**src/rtl/cla_pkg.sv**
```systemverilog
package cla_pkg;
  localparam int SLICE_W = 8;
  localparam int CHAIN_D = SLICE_W / 2;

  // Flat sum-of-products lookahead over one chain of merged terms.
  // res[k] = OR_j (gg[j] & pp[j+1..k]) | (seed & pp[0..k])
  function automatic logic [CHAIN_D-1:0] flat_lookahead(
    input logic [CHAIN_D-1:0] gg,
    input logic [CHAIN_D-1:0] pp,
    input logic               seed
  );
    logic [CHAIN_D-1:0] res;
    logic               term;
    for (int k = 0; k < CHAIN_D; k++) begin
      res[k] = 1'b0;
      for (int j = 0; j <= k; j++) begin
        term = gg[j];
        for (int m = j + 1; m <= k; m++) term = term & pp[m];
        res[k] = res[k] | term;
      end
      term = seed;
      for (int m = 0; m <= k; m++) term = term & pp[m];
      res[k] = res[k] | term;
    end
    return res;
  endfunction

  // Sum recovery from the pseudo-carry of the bit below.
  function automatic logic recover_sum(input logic half, input logic h_prev, input logic t_prev);
    return half ^ (h_prev & t_prev);
  endfunction
endpackage

```
**src/rtl/cla_pair_terms.sv**
```systemverilog
module cla_pair_terms #(
  parameter int W = cla_pkg::SLICE_W
) (
  input  logic [W-1:0] a,
  input  logic [W-1:0] b,
  output logic [W-1:0] hsum,
  output logic [W-1:0] xmit,
  output logic [W-1:0] grp_g,
  output logic [W-1:0] grp_p
);
  logic [W-1:0] gen;

  assign gen  = a & b;
  assign hsum = a ^ b;
  assign xmit = a | b;

  for (genvar i = 0; i < W; i++) begin : g_pair
    if (i == 0) begin : g_lsb
      assign grp_g[i] = gen[0];
      assign grp_p[i] = 1'b1;
    end else if (i == 1) begin : g_second
      assign grp_g[i] = gen[1] | gen[0];
      assign grp_p[i] = xmit[0];
    end else begin : g_upper
      assign grp_g[i] = gen[i] | gen[i-1];
      assign grp_p[i] = xmit[i-1] & xmit[i-2];
    end
  end
endmodule

```
**src/rtl/cla_pseudo_chain.sv**
```systemverilog
module cla_pseudo_chain #(
  parameter int DEPTH = cla_pkg::CHAIN_D
) (
  input  logic [DEPTH-1:0] grp_g,
  input  logic [DEPTH-1:0] grp_p,
  input  logic             seed,
  output logic [DEPTH-1:0] hout
);
  assign hout = cla_pkg::flat_lookahead(grp_g, grp_p, seed);
endmodule

```
**src/rtl/cla_sum_recover.sv**
```systemverilog
module cla_sum_recover #(
  parameter int W = cla_pkg::SLICE_W
) (
  input  logic [W-1:0] hsum,
  input  logic [W-1:0] xmit,
  input  logic [W-1:0] pcarry,
  input  logic         cin,
  output logic [W-1:0] sum,
  output logic         cout
);
  assign sum[0] = hsum[0] ^ cin;
  for (genvar i = 1; i < W; i++) begin : g_sum
    assign sum[i] = cla_pkg::recover_sum(hsum[i], pcarry[i-1], xmit[i-1]);
  end
  assign cout = xmit[W-1] & pcarry[W-1];
endmodule

```
**src/rtl/cla_slice.sv**
```systemverilog
module cla_slice
  import cla_pkg::*;
(
  input  logic [SLICE_W-1:0] a,
  input  logic [SLICE_W-1:0] b,
  input  logic               cin,
  output logic [SLICE_W-1:0] sum,
  output logic               cout,
  output logic [SLICE_W-1:0] pcarry,
  output logic [SLICE_W-1:0] xmit
);
  logic [SLICE_W-1:0] hsum, grp_g, grp_p;

  cla_pair_terms #(.W(SLICE_W)) u_terms (
    .a(a), .b(b), .hsum(hsum), .xmit(xmit), .grp_g(grp_g), .grp_p(grp_p)
  );

  // parity 0: even positions, parity 1: odd positions
  for (genvar par = 0; par < 2; par++) begin : g_chain
    logic [CHAIN_D-1:0] gs, ps, hs;
    for (genvar k = 0; k < CHAIN_D; k++) begin : g_pick
      assign gs[k] = grp_g[2*k+par];
      assign ps[k] = grp_p[2*k+par];
      assign pcarry[2*k+par] = hs[k];
    end
    cla_pseudo_chain #(.DEPTH(CHAIN_D)) u_chain (
      .grp_g(gs), .grp_p(ps), .seed(cin), .hout(hs)
    );
  end

  cla_sum_recover #(.W(SLICE_W)) u_sum (
    .hsum(hsum), .xmit(xmit), .pcarry(pcarry), .cin(cin), .sum(sum), .cout(cout)
  );
endmodule

```
**src/rtl/cla_split_adder.sv**
```systemverilog
module cla_split_adder #(
  parameter int WIDTH = 64
) (
  input  logic [WIDTH-1:0] a,
  input  logic [WIDTH-1:0] b,
  input  logic             cin,
  output logic [WIDTH-1:0] sum,
  output logic             cout
);
  localparam int SW     = cla_pkg::SLICE_W;
  localparam int SLICES = WIDTH / SW;

  // named internal events, observed by the bound checker
  logic [SLICES:0]  link;
  logic [WIDTH-1:0] pcarry;
  logic [WIDTH-1:0] xmit;

  assign link[0] = cin;
  assign cout    = link[SLICES];

  for (genvar s = 0; s < SLICES; s++) begin : g_slice
    cla_slice u_slice (
      .a(a[s*SW +: SW]),
      .b(b[s*SW +: SW]),
      .cin(link[s]),
      .sum(sum[s*SW +: SW]),
      .cout(link[s+1]),
      .pcarry(pcarry[s*SW +: SW]),
      .xmit(xmit[s*SW +: SW])
    );
  end
endmodule

```
**config.mk**
```make
export PLATFORM = sky130hd
export DESIGN_NAME = cla_split_adder
export DESIGN_NICKNAME = d
export VERILOG_FILES = /design/src/rtl/cla_pkg.sv /design/src/rtl/cla_pair_terms.sv /design/src/rtl/cla_pseudo_chain.sv /design/src/rtl/cla_sum_recover.sv /design/src/rtl/cla_slice.sv /design/src/rtl/cla_split_adder.sv
export SDC_FILE = /design/constraint.sdc
export NUM_CORES = 1
export LEC_CHECK = 0
export ABC_AREA = 1
export ABC_CLOCK_PERIOD_IN_PS = 3270
export BUFFER_PORTS_ARGS = -buffer_cell sky130_fd_sc_hd__buf_2
export CORE_ASPECT_RATIO = 0.9
export CORE_MARGIN = 5
export CORE_UTILIZATION = 45
export DETAILED_ROUTE_END_ITERATION = 8
export PLACE_DENSITY = 0.8
export SLEW_MARGIN = 10
export SYNTH_ARGS = -nofsm -noshare
export SYNTH_HDL_FRONTEND = slang
export SYNTH_SLANG_ARGS = --single-unit
```
**constraint.sdc**
```tcl
create_clock -name vclk -period 3.27
set_clock_uncertainty 0.2 [all_clocks]
set_input_delay 0.1635 -clock vclk [all_inputs]
set_output_delay 0.1635 -clock vclk [all_outputs]
set_load 0.03 [all_outputs]
```
==> flow_summary.ini <==
[run_status]
status = complete, but fails checks
violations = negative setup slack

[detailed_routing]
drtIter0Drc = 104
drt_wl_total_um = 12400
viasPerCell = 4.67
wl_per_cell_um = 12.3
ant_nets = 0
drc = 0
dr.pass1.iters = 6
vias = 4708

[critical_path]
cp.arrival_ns = 3.60
max_stage_delay_ns = 0.23
cp_data_required_time_ns = 2.91
critPathBufInv = 4
worstSetupPathType = primary input to primary output
cp-startpoint = a[2]
endpoint_kind = primary output
crit_top_cell = nand3_2
path_max_fanout = 3
startpoint_type = primary input
critical_path.top_delay_family = simple AND/OR/NAND/NOR gates
cp_slowest_cell = a21oi_4

[grt]
grtUsageTotal_pct = 19.9
antenna_found_initial = 0
grt_overflow = 0
grt_pass1_vias = 4689
grt_pass1_wl_um = 19600
grt_max_degree = 6

[floorplanning]
start_util_pct = 46.1
floorplan.die_area_mm2 = 0.0114
core_area_mm2 = 0.00913
die_h_um = 102
pin_count = 194
row_count = 33
die_w_um = 112

[timing]
final-hold-violation-count = 0
fin_setup_tns_ns = -11.68
fin_crit_sh_pct = 121
fin_ws_ns = -0.690
maxSlewHeadroom_pct = 70.0
worst_pin_slew_ns = 0.448
finalMaxSlewViolations = 0
rsz0062_at_grt = yes
fmax_mhz = 252
holdWs_ns = 0.611
setup_violations = 26
period_minus_slack_ns = 3.96

[yosys]
synth.avg_cell_area_um2 = 6.90
yosysWarnings = 0
postSynthCellCount = 610
yosysSeqAreaShare_pct = 0
netlist_area_mm2 = 0.00421
synth_cell_types = 32
syn-num-nets = 875

[pwr]
vdd_drop_max_uv = 222
p_leak_nw = 4.00
powerDensity_mw_per_mm2 = 243
finalPower_mw = 1.61

[final_layout]
instances_no_fill = 1009
num_antenna_cells = 0
seq_cell_count = 0
seq_area_um2 = 0
clockBufferCount = 0
layout.cells.most_common = inv_1
area_growth_pct = 57.3
layout-drive-gt1-share_pct = 42.2
nets = 1154
fill_cells = 691
final_cell_mix = 180 x inv_1, 158 x buf_2, 121 x ha_1

[place]
place_ws_ns = -0.874
dp.cells = 991
io_buffers = 194
gp_congestion = 0.864
dp_hpwl_um = 10500

[worst_hold_path]
hold_class = primary input to primary output
hp-start = b[2]

[flow_run]
maxCapViolations = 0
## synth_stat cells, drive strengths merged, types with 8 or more instances
| library cell | number | area share, % |
|---|---|---|
| inv | 187 | 17 |
| ha | 128 | 38 |
| nor2 | 67 | 6.7 |
| nand2 | 60 | 5.7 |
| xnor2 | 27 | 5.6 |
| xor2 | 26 | 5.4 |
| nor3 | 22 | 2.6 |
| a21oi | 19 | 2.4 |
| nand3 | 18 | 3.1 |
| o21ai | 17 | 2.1 |
| fa | 8 | 3.8 |
## worst paths after layout
kind | slack, ns | cells after the start | to
max | -0.69 | 31 | sum[59]
min | 0.61 | 5 | sum[2]
## metrics by stage
stage / utilization, % / instance area, um2
after CTS: 70.4 / 6430
after global placement: 67.1 / 6130
final: 72.5 / 6620
after global routing: 72.5 / 6620
after detailed placement: 67.1 / 6130
after floorplan: - / 4510
## cells by family after synthesis
logic type,Yosys count,share of synthesized area (%)
buf+inv,187,16.7
simple gates,175,20.9
fa+ha+maj,136,41.9
compound gates,59,9.57
xor+xnor,53,11.0
## cell type report
class / instances / area (um2) / share of cell area [%]
Tap cell: 122 / 153 / 2.31
Multi-Input combinational cell: 423 / 3940 / 59.5
Timing Repair Buffer: 277 / 1810 / 27.3
Inverter: 187 / 719 / 10.9
## metal layers
metal  track usage [%]  up-vias  part of all wire [%]
li1                  -     2389                     -
met1              21.8     2154                    38
met2              40.0      151                    52
met3              5.14       14                   9.1
met4              2.31        0                   1.1
met5                 0        -                     0
## what timing repair did
item                                    4_1_cts  5_1_grt
gates resized for setup                      74       33
pin swaps                                    16       22
endpoints found under the setup margin       28       32
setup buffers                                 7       11
hold buffers                                  0        0
## where the power goes
group          internal [mW]  switching, mW
combinational          0.679          0.926
sequential                 0              0
clock                      0              0
Note: power is estimated with default switching activity, not from simulation.
